File: src/rtl/swr_pkg.sv
package swr_pkg;
  localparam int unsigned BYTE_W = 8;
  localparam int unsigned CNT_W  = 4;

  typedef enum logic [2:0] {
    ST_IDLE,
    ST_ADDR,
    ST_ADDR_ACK,
    ST_WR,
    ST_WR_ACK,
    ST_RD,
    ST_RD_ACK
  } xfer_state_e;
endpackage

File: src/rtl/swr_line_filter.sv
module swr_line_filter #(
  parameter int unsigned FILT_CYC = 5,
  parameter bit          IDLE_VAL = 1'b1
) (
  input  logic clk_i,
  input  logic rst_ni,
  input  logic line_i,
  output logic line_o
);
  localparam int unsigned CW = $clog2(FILT_CYC + 1);

  logic [1:0]    sync_q;
  logic [CW-1:0] cnt_q;
  logic          out_q;

  // output follows only after FILT_CYC consecutive differing samples
  always_ff @(posedge clk_i or negedge rst_ni) begin
    if (!rst_ni) begin
      sync_q <= {2{IDLE_VAL}};
      cnt_q  <= '0;
      out_q  <= IDLE_VAL;
    end else begin
      sync_q <= {sync_q[0], line_i};
      if (sync_q[1] == out_q) begin
        cnt_q <= '0;
      end else if (cnt_q == CW'(FILT_CYC - 1)) begin
        out_q <= sync_q[1];
        cnt_q <= '0;
      end else begin
        cnt_q <= cnt_q + 1'b1;
      end
    end
  end

  assign line_o = out_q;


  filt_cnt_chk: assert property (@(posedge clk_i) disable iff (!rst_ni)
    cnt_q < CW'(FILT_CYC));


  filt_out_chk: assert property (@(posedge clk_i) disable iff (!rst_ni)
    !$stable(out_q) |-> ($past(cnt_q) == CW'(FILT_CYC - 1)));
endmodule

File: src/rtl/swr_bus_events.sv
module swr_bus_events (
  input  logic clk_i,
  input  logic rst_ni,
  input  logic scl_i,
  input  logic sda_i,
  output logic scl_rise_o,
  output logic scl_fall_o,
  output logic start_o,
  output logic stop_o
);
  logic scl_q, sda_q;

  always_ff @(posedge clk_i or negedge rst_ni) begin
    if (!rst_ni) begin
      scl_q <= 1'b1;
      sda_q <= 1'b1;
    end else begin
      scl_q <= scl_i;
      sda_q <= sda_i;
    end
  end

  assign scl_rise_o = scl_i & ~scl_q;
  assign scl_fall_o = ~scl_i & scl_q;
  // data edge counts as a condition only with the clock held high on both samples
  assign start_o    = scl_i & scl_q & sda_q & ~sda_i;
  assign stop_o     = scl_i & scl_q & ~sda_q & sda_i;
endmodule

File: src/rtl/swr_xfer_fsm.sv
module swr_xfer_fsm
  import swr_pkg::*;
#(
  parameter logic [4:0] ADDR_PREFIX = 5'b10011
) (
  input  logic              clk_i,
  input  logic              rst_ni,
  input  logic              scl_rise_i,
  input  logic              scl_fall_i,
  input  logic              start_i,
  input  logic              stop_i,
  input  logic              sda_i,
  input  logic [1:0]        addr_strap_i,
  output logic              sda_oe_o,
  output logic [BYTE_W-1:0] sw_en_o,
  output logic              upd_o
);
  xfer_state_e       state_q;
  logic [CNT_W-1:0]  bit_cnt_q;
  logic [BYTE_W-1:0] rx_q, tx_q, word_q;
  logic              rw_q, mack_q, oe_q, upd_q;
  logic [6:0]        own_addr;
  logic              byte_done;

  assign own_addr  = {ADDR_PREFIX, addr_strap_i[1], addr_strap_i[0]};
  assign byte_done = (bit_cnt_q == CNT_W'(BYTE_W));

  always_ff @(posedge clk_i or negedge rst_ni) begin
    if (!rst_ni) begin
      state_q   <= ST_IDLE;
      bit_cnt_q <= '0;
      rx_q      <= '0;
      tx_q      <= '0;
      word_q    <= '0;
      rw_q      <= 1'b0;
      mack_q    <= 1'b0;
      oe_q      <= 1'b0;
      upd_q     <= 1'b0;
    end else begin
      upd_q <= 1'b0;
      if (start_i) begin
        state_q   <= ST_ADDR;
        bit_cnt_q <= '0;
        oe_q      <= 1'b0;
      end else if (stop_i) begin
        state_q <= ST_IDLE;
        oe_q    <= 1'b0;
      end else begin
        case (state_q)
          ST_ADDR: begin
            if (scl_rise_i) begin
              rx_q      <= {rx_q[BYTE_W-2:0], sda_i};
              bit_cnt_q <= bit_cnt_q + 1'b1;
            end else if (scl_fall_i && byte_done) begin
              if (rx_q[BYTE_W-1:1] == own_addr) begin
                rw_q    <= rx_q[0];
                oe_q    <= 1'b1;
                state_q <= ST_ADDR_ACK;
              end else begin
                state_q <= ST_IDLE;
              end
            end
          end
          ST_ADDR_ACK: begin
            if (scl_fall_i) begin
              bit_cnt_q <= '0;
              if (rw_q) begin
                tx_q    <= word_q;
                oe_q    <= ~word_q[BYTE_W-1];
                state_q <= ST_RD;
              end else begin
                oe_q    <= 1'b0;
                state_q <= ST_WR;
              end
            end
          end
          ST_WR: begin
            if (scl_rise_i) begin
              rx_q      <= {rx_q[BYTE_W-2:0], sda_i};
              bit_cnt_q <= bit_cnt_q + 1'b1;
            end else if (scl_fall_i && byte_done) begin
              word_q  <= rx_q;
              upd_q   <= 1'b1;
              oe_q    <= 1'b1;
              state_q <= ST_WR_ACK;
            end
          end
          ST_WR_ACK: begin
            if (scl_fall_i) begin
              oe_q      <= 1'b0;
              bit_cnt_q <= '0;
              state_q   <= ST_WR;
            end
          end
          ST_RD: begin
            if (scl_rise_i) begin
              bit_cnt_q <= bit_cnt_q + 1'b1;
            end else if (scl_fall_i) begin
              if (byte_done) begin
                oe_q    <= 1'b0;
                state_q <= ST_RD_ACK;
              end else begin
                tx_q <= {tx_q[BYTE_W-2:0], 1'b0};
                oe_q <= ~tx_q[BYTE_W-2];
              end
            end
          end
          ST_RD_ACK: begin
            if (scl_rise_i) begin
              mack_q <= ~sda_i;
            end else if (scl_fall_i) begin
              if (mack_q) begin
                tx_q      <= word_q;
                oe_q      <= ~word_q[BYTE_W-1];
                bit_cnt_q <= '0;
                state_q   <= ST_RD;
              end else begin
                state_q <= ST_IDLE;
              end
            end
          end
          default: state_q <= ST_IDLE;
        endcase
      end
    end
  end

  assign sda_oe_o = oe_q;
  assign sw_en_o  = word_q;
  assign upd_o    = upd_q;


  upd_pulse_chk: assert property (@(posedge clk_i) disable iff (!rst_ni)
    upd_q |=> !upd_q);


  word_strobe_chk: assert property (@(posedge clk_i) disable iff (!rst_ni)
    !$stable(word_q) |-> upd_q);


  idle_release_chk: assert property (@(posedge clk_i) disable iff (!rst_ni)
    (state_q == ST_IDLE) |-> !oe_q);


  ack_match_chk: assert property (@(posedge clk_i) disable iff (!rst_ni)
    ($past(state_q) == ST_ADDR && state_q == ST_ADDR_ACK)
      |-> ($past(rx_q[BYTE_W-1:1]) == $past(own_addr)));


  restart_chk: assert property (@(posedge clk_i) disable iff (!rst_ni)
    start_i |=> (state_q == ST_ADDR && bit_cnt_q == '0 && !oe_q));
endmodule

File: src/rtl/swreg_i2c_slave.sv
module swreg_i2c_slave
  import swr_pkg::*;
#(
  parameter logic [4:0]  ADDR_PREFIX = 5'b10011,
  parameter int unsigned FILT_CYC    = 5
) (
  input  logic              clk_i,
  input  logic              rst_ni,
  input  logic              scl_i,
  input  logic              sda_i,
  input  logic [1:0]        addr_strap_i,
  output logic              sda_oe_o,
  output logic [BYTE_W-1:0] sw_en_o,
  output logic              upd_o
);
  localparam int unsigned N_LINES = 2;

  logic [N_LINES-1:0] raw_lines, clean_lines;
  logic scl_rise, scl_fall, start_ev, stop_ev;

  assign raw_lines = {scl_i, sda_i};

  for (genvar g = 0; g < N_LINES; g++) begin : g_filt
    swr_line_filter #(
      .FILT_CYC (FILT_CYC),
      .IDLE_VAL (1'b1)
    ) u_filt (
      .clk_i  (clk_i),
      .rst_ni (rst_ni),
      .line_i (raw_lines[g]),
      .line_o (clean_lines[g])
    );
  end

  swr_bus_events u_events (
    .clk_i      (clk_i),
    .rst_ni     (rst_ni),
    .scl_i      (clean_lines[1]),
    .sda_i      (clean_lines[0]),
    .scl_rise_o (scl_rise),
    .scl_fall_o (scl_fall),
    .start_o    (start_ev),
    .stop_o     (stop_ev)
  );

  swr_xfer_fsm #(
    .ADDR_PREFIX (ADDR_PREFIX)
  ) u_fsm (
    .clk_i        (clk_i),
    .rst_ni       (rst_ni),
    .scl_rise_i   (scl_rise),
    .scl_fall_i   (scl_fall),
    .start_i      (start_ev),
    .stop_i       (stop_ev),
    .sda_i        (clean_lines[0]),
    .addr_strap_i (addr_strap_i),
    .sda_oe_o     (sda_oe_o),
    .sw_en_o      (sw_en_o),
    .upd_o        (upd_o)
  );
endmodule

File: config.mk
export PLATFORM = sky130hd
export DESIGN_NAME = swreg_i2c_slave
export DESIGN_NICKNAME = d
export VERILOG_FILES = /design/src/rtl/swr_pkg.sv /design/src/rtl/swr_line_filter.sv /design/src/rtl/swr_bus_events.sv /design/src/rtl/swr_xfer_fsm.sv /design/src/rtl/swreg_i2c_slave.sv
export SDC_FILE = /design/constraint.sdc
export NUM_CORES = 1
export LEC_CHECK = 0
export ABC_AREA = 1
export BUFFER_PORTS_ARGS = -buffer_cell sky130_fd_sc_hd__buf_2
export CORE_ASPECT_RATIO = 0.8
export CORE_UTILIZATION = 37
export CTS_CLUSTER_DIAMETER = 30
export DETAILED_ROUTE_END_ITERATION = 8
export PLACE_DENSITY_LB_ADDON = 0.12
export SLEW_MARGIN = 15
export SYNTH_ARGS = -nofsm -noshare
export SYNTH_HDL_FRONTEND = slang
export SYNTH_SLANG_ARGS = --single-unit
File: constraint.sdc
create_clock -name clk_i -period 1.51 [get_ports clk_i]
set_input_delay 0.0755 -clock clk_i [delete_from_list [all_inputs] [get_ports clk_i]]
set_output_delay 0.0755 -clock clk_i [all_outputs]
set_load 0.01 [all_outputs]
Word level (Yosys, flattened, before mapping)
Index checks and enable logic that the tools add are counted.
{ "totals": {"mem_count": 0, "rom_bits": 0, "register_bits": 48, "mem_bits_rw": 0, "latch_bits": 0, "out_inout_bits": 10} }
{ "classes": {"multipliers": 0, "shift": 0, "n_div": 0, "n_eq_ne": 39, "add_sub_neg": 3, "muxes": 60, "reduce_logical": 17, "bitwise": 18, "n_lt_le_gt_ge": 0} }
{ "ops": {"columns": ["cell", "count"], "rows": [
  ["two-way mux 3 bit", 19],
  ["two-way mux 7 bit", 8],
  ["inequality test 4 x 3 -> 1 bit, second input constant", 9],
  ["two-way mux 4 bit", 7],
  ["AND reduction 11 bit", 2],
  ["two-way mux 1 bit", 21],
  ["case mux 7 bit (3 select lines)", 1],
  ["case mux 3 bit (6 select lines)", 1],
  ["inequality test 4 bit, second input constant", 4],
  ["equality test 3 bit, second input constant", 5],
  ["AND reduction 13 bit", 1],
  ["case mux 4 bit (3 select lines)", 1],
  ["NOT 1 bit", 11],
  ["inequality test 2 x 1 -> 1 bit, second input constant", 5],
  ["inequality test 2 bit, second input constant", 4],
  ["AND reduction 4 bit", 2],
  ["nonzero test 8 bit", 1],
  ["bitwise AND 1 bit", 7],
  ["equality test 7 bit", 1],
  ["AND reduction 7 bit", 1],
  ["adder 3 x 1 -> 3 bit, second input constant", 2],
  ["equality test 3 x 2 -> 1 bit, second input constant", 2],
  ["inequality test 3 x 1 -> 1 bit, second input constant", 2],
  ["inequality test 3 x 2 -> 1 bit, second input constant", 2],
  ["15 further kinds", 18]
]} }

Logic depth before layout (Yosys ltp)
{ "depth": {"word_depth": 8, "ltp_mapped": 11, "mapped_depth_nobuf": 11} }

By module
From an unflattened synthesis, not the netlist that was laid out.
{ "hier_totals": {"hier_cells": 320, "area_unflattened_um2": 2567.5} }
{ "modules_own_cells": {"columns": ["module", "area_each_um2", "cells_per_inst", "n_inst", "seq_area_each_um2"], "rows": [
  ["swr_xfer_fsm", 1953.1, 255, 1, 850.8],
  ["swr_line_filter at g_filt[0].u_filt", 261.5, 26, 1, 153.9],
  ["swr_line_filter at g_filt[1].u_filt", 259.0, 26, 1, 153.9],
  ["swr_bus_events", 93.8, 13, 1, 52.6]
]} }

Worst setup path before layout
No wires, ideal clock.
{ "synth_timing": {"path_type": "reg-to-reg", "start": "reg u_fsm.bit_cnt_q[0]", "end": "reg u_fsm.tx_q[1]", "path_slack_ns": 0.083, "n_path_buf": 1, "t_arrival_ns": 1.301, "path_stages_with_launch": 10, "cell_sequence": "dfrtp_1 > inv_1 > ha_1 > nand3b_1 > nand2_1 > nand2_1 > nand2_2 > nor2_4 > buf_8 > o21ai_0"} }
{ "synth_between": {"elab_chain_cells": 3} }
{ "synth_rtl": {"columns": ["item", "line_no", "rtl"], "rows": [
  ["start, declared", "swr_xfer_fsm.sv:19", "logic [CNT_W-1:0] bit_cnt_q;"],
  ["start signal, assigned", "swr_xfer_fsm.sv:53", "bit_cnt_q <= bit_cnt_q + 1'b1;"],
  ["start signal, assigned", "swr_xfer_fsm.sv:80", "bit_cnt_q <= bit_cnt_q + 1'b1;"],
  ["start signal, assigned", "swr_xfer_fsm.sv:97", "bit_cnt_q <= bit_cnt_q + 1'b1;"],
  ["equality test 4 bit", "swr_xfer_fsm.sv:26", "assign byte_done = (bit_cnt_q == CNT_W'(BYTE_W));"],
  ["inequality test 2 bit (no source line)", null, null],
  ["AND reduction 11 bit (no source line)", null, null],
  ["end signal, assigned", "swr_xfer_fsm.sv:68", "tx_q <= word_q;"],
  ["end signal, assigned", "swr_xfer_fsm.sv:103", "tx_q <= {tx_q[BYTE_W-2:0], 1'b0};"],
  ["end signal, assigned", "swr_xfer_fsm.sv:113", "tx_q <= word_q;"],
  ["end, declared", "swr_xfer_fsm.sv:20", "logic [BYTE_W-1:0] rx_q, tx_q, word_q;"]
]} }
No other way between the ends.
A chain may end at the register's enable or synchronous reset.

Worst setup path in the final report
{ "layout_timing": {"start": "reg u_fsm.state_q[1]", "end": "reg u_fsm.tx_q[0]"} }
{ "layout_between": {"elab_chain_cells": 3} }
{ "layout_rtl": {"columns": ["item", "line_no", "rtl"], "rows": [
  ["start, declared", "swr_xfer_fsm.sv:18", "xfer_state_e state_q;"],
  ["start signal, assigned", "swr_xfer_fsm.sv:30", "state_q <= ST_IDLE;"],
  ["start signal, assigned", "swr_xfer_fsm.sv:42", "state_q <= ST_ADDR;"],
  ["start signal, assigned", "swr_xfer_fsm.sv:46", "state_q <= ST_IDLE;"],
  ["equality test 3 bit or equality test 3 x 2 -> 1 bit (tied branches)", "swr_xfer_fsm.sv:49", "case (state_q)"],
  ["inequality test 2 x 1 -> 1 bit (no source line), or another cell as far along", null, null],
  ["AND reduction 11 bit (no source line)", null, null]
]} }
Parallel ways exist; a longest one is shown, timed or not.

==> impl_results.md <==
* Post-route DRC at 0
* Antenna Cells at 0
* Status: complete, but fails checks
* Via count at 1897
* Vias in the first global route at 1688
* CTS tree: built
* Grt met1 use at 23.95%
* Period utilization at 103.1%
* Max capacitance violation total at 0
* Synth top area share at 42.28%
* M3 GR Usage at 3.209%
* Most used cell, CP: nand2_1
* Critical Path, Cell by Cell: inv_2 > nand3_4 > inv_4 > nand2_1 > nand2_1 > nand2_2 > nor2_4 > clkbuf_16 > o21ai_0
* Reg2Reg Setup Slack at -50 ps
* Die area at 6724 um^2
* Fmax at 642.1 MHz
* Slowest stage delay, CP at 460 ps
* Delay-heaviest family, CP: simple AND/OR/NAND/NOR gates
* Synth top cells by count: nand2_1 (80), inv_1 (42), dfrtp_1 (40)
* Footprint of the multi-input gates at 1160 um^2
* Met2 track demand over resource at 20.80%
* Critical path peak fanout at 7
* Fillers at slightly below 600
* Post-synthesis sequential area ratio at 51.16%
* Cell Pwr Density at roughly 1300 nW/um^2
* Clock-pin slew on the worst setup and hold paths at about 100 ps
* Synth Cell Area at roughly 2400 um^2
* Count of final setup violators at 5
* Crit. End Element: register
* Synth async-reset ratio at 100.0%
* PortBufs at 15
* Core ar. at between 6000 and 7000 um^2
* Storage element area at 1215 um^2
* Net Count, Synth at 297
* Synthesized area per cell at 8.306 um^2
* Actual slew at the worst max-slew pin at 343.3 ps
* TritonCTS Sinks at 48
* Hold Crit Class: primary input to asynchronous set/reset pin
* Routed WL at 5.043 mm
* Slowest cell on crit path: dfrtp_2
* Rows at 25
* First-pass GRT wire length at 7.962 mm
* Peak VDD IR at around 600 uV
* Routed len/inst at 12.12 um
* Post-synth EDFFs at 0
* Main flop type after synthesis: dfrtp_1
* Inserted Clock Buffers at 5
* Syn. warnings at 0
* Clock Tree Root: clkbuf_8
* Crit path DAT at 1750 ps
* Starting density of the core at approximately two fifths
* Final setup margin at -47.37 ps
* Area Overhead vs Synth at 32.51%
* Critical setup path kind: register to register
* Setup TNS at -141.3 ps
* Worst Path Required at 1700 ps
* Vias/cell at between 4 and 5
* HPWL Detailed at 3.312 mm
* Most Crowded Layer GR: met1
* Worst clock skew at approximately 15 ps
* Area leader, netlist: dfrtp_1
* Initial antenna violation count at 0
* Die Span Y at 73.54 um
* Nets at 346
* Global route overflow at 0
* Total power at roughly 0.0041 W
* Top cells by area, synth: dfrtp_1 (42%), nand2_1 (13%), dfstp_2 (8.9%)
* Post-layout minimum cycle time at 1557 ps
* Detail Route Antenna Nets at 0
* Share of cells above drive strength 1 at between 30% and 40%
* GR Util All Layers at 15.40%
* Die width at 91.43 um
* DRT iter0 DRCs at 109
* Leakage at about 1.5 nW
* Hold Vio Cnt, Final at 0
* Yosys reg bits at between 40 and 50
* RSZ-0062 raised after global routing: yes
* Clock Latency Late Sink at slightly above 300 ps
* GP Congestion at 0.8039
* Critical Path Start Type: register
* Pin count of the biggest net entering global routing at 49
* Pre-antenna DRT Iters at 4
* CTS max path bufs at 2
* I/O Pins at 16
* Final slew viol count at 0
* Synth Instances at 285
* Worst Path Buf+Inv at 3
* Count leader, synth: nand2_1
* CTS H-tree depth at 2
* Yosys cell types at 29
* Slew HR at 76.87%
* Failing checks: setup timing
## state kept, by name (all words and copies together), names as in the netlist
signal / flops
u_fsm.rx_q: 8
u_fsm.sw_en_o: 8
u_fsm.tx_q: 7
g_filt.u_filt.cnt_q: 6
g_filt.u_filt.sync_q: 4
u_fsm.bit_cnt_q: 4
u_fsm.state_q: 3
g_filt.u_filt.line_o: 2
u_events.scl_q: 1
u_events.sda_q: 1
u_fsm.mack_q: 1
u_fsm.rw_q: 1
u_fsm.sda_oe_o: 1
u_fsm.upd_o: 1
## layout make-up
| cell class | count | area share (%) |
|---|---|---|
| flip-flops and latches | 48 | 38.73 |
| inverters | 44 | 5.425 |
| clock buffers | 6 | 2.633 |
| multi-input cells | 189 | 36.98 |
| clock inverters | 2 | 0.4787 |
| repair buffers | 46 | 12.52 |
| well taps | 81 | 3.231 |
## power breakdown
part / leakage (nW) / internal [W] / total [W] / switching [W]
registers: 0.621 / 0.00157 / 0.00174 / 0.000175
clock network: 0.0434 / 0.000372 / 0.000833 / 0.000462
logic: 0.841 / 0.000627 / 0.00155 / 0.000919
## metrics by stage
step	hold WS (ps)	util [%]	worst slack, ps	cells	cell area [um^2]
6_report	257.7	51.96	-47.37	416	3137
2_1_floorplan	-220.1	-	83.49	285	2367
3_5_place_dp	84.00	43.30	-41.56	387	2614
3_3_place_gp	85.49	43.30	-57.17	387	2614
4_1_cts	270.9	45.72	0.4063	399	2760
5_1_grt	307.9	51.96	-111.4	416	3137
## cells in the final DEF (no fill, tap or decap), drive strengths merged
cell type | Yosys | layout
a21boi | 1 | 1
a21oi | 3 | 3
a31o | 1 | 1
and2 | 1 | 1
and3 | 1 | 1
buf | 5 | 42
clkbuf | 0 | 7
clkinvlp | 0 | 2
dfrtp | 40 | 40
dfstp | 8 | 8
dlygate4sd3 | 0 | 3
ha | 6 | 6
inv | 44 | 44
nand2 | 88 | 89
nand3 | 13 | 13
nand3b | 1 | 1
nand4 | 3 | 3
nor2 | 22 | 22
o211ai | 2 | 2
o21ai | 41 | 41
xnor2 | 4 | 4
xor2 | 1 | 1
## per-layer routing
metal	vias up	part of all wire, %
met5	-	0
met4	0	0.79
met3	4	3.2
met2	25	42
met1	877	54
li1	991	-
## cells by family after synthesis
family | Yosys count | share of synthesized area (%)
simple gates | 129 | 23.73
buf+inv | 49 | 8.668
compound gates | 48 | 11.42
flops | 48 | 51.16
fa+ha+maj | 6 | 3.171
xor+xnor | 5 | 1.850
## what timing repair did
| action | in CTS | in global routing |
|---|---|---|
| buffers inserted | 1 | 14 |
| setup endpoints to repair | 7 | 24 |
| pin swaps | 1 | 13 |
| hold endpoints to repair | 42 | 0 |
| gates cloned | 0 | 3 |
| hold buffers | 3 | 0 |
| resized for setup | 4 | 83 |
## worst register-to-register path, delay by kind of cell, from the launching register on
family / cells / cell delay, ps
DFF: 1 / 460
and+or+nand+nor: 5 / 470
AOI/OAI and AO/OA: 1 / 70
buffers and inverters: 3 / 420
## final timing paths
check                                           startpoint                          to  cells after the start
worst max-delay path                      u_fsm.state_q[1]               u_fsm.tx_q[0]                      9
worst min-delay path                                rst_ni            u_fsm.state_q[1]                      3
worst max register to register            u_fsm.state_q[1]               u_fsm.tx_q[0]                      9
worst min register to register  g_filt[1].u_filt.sync_q[0]  g_filt[1].u_filt.sync_q[1]                      0
max in group asynchronous                           rst_ni  g_filt[1].u_filt.sync_q[1]                      3
min in group clk_i                         addr_strap_i[0]                  u_fsm.rw_q                      7
(Power assumes the default switching activity.)
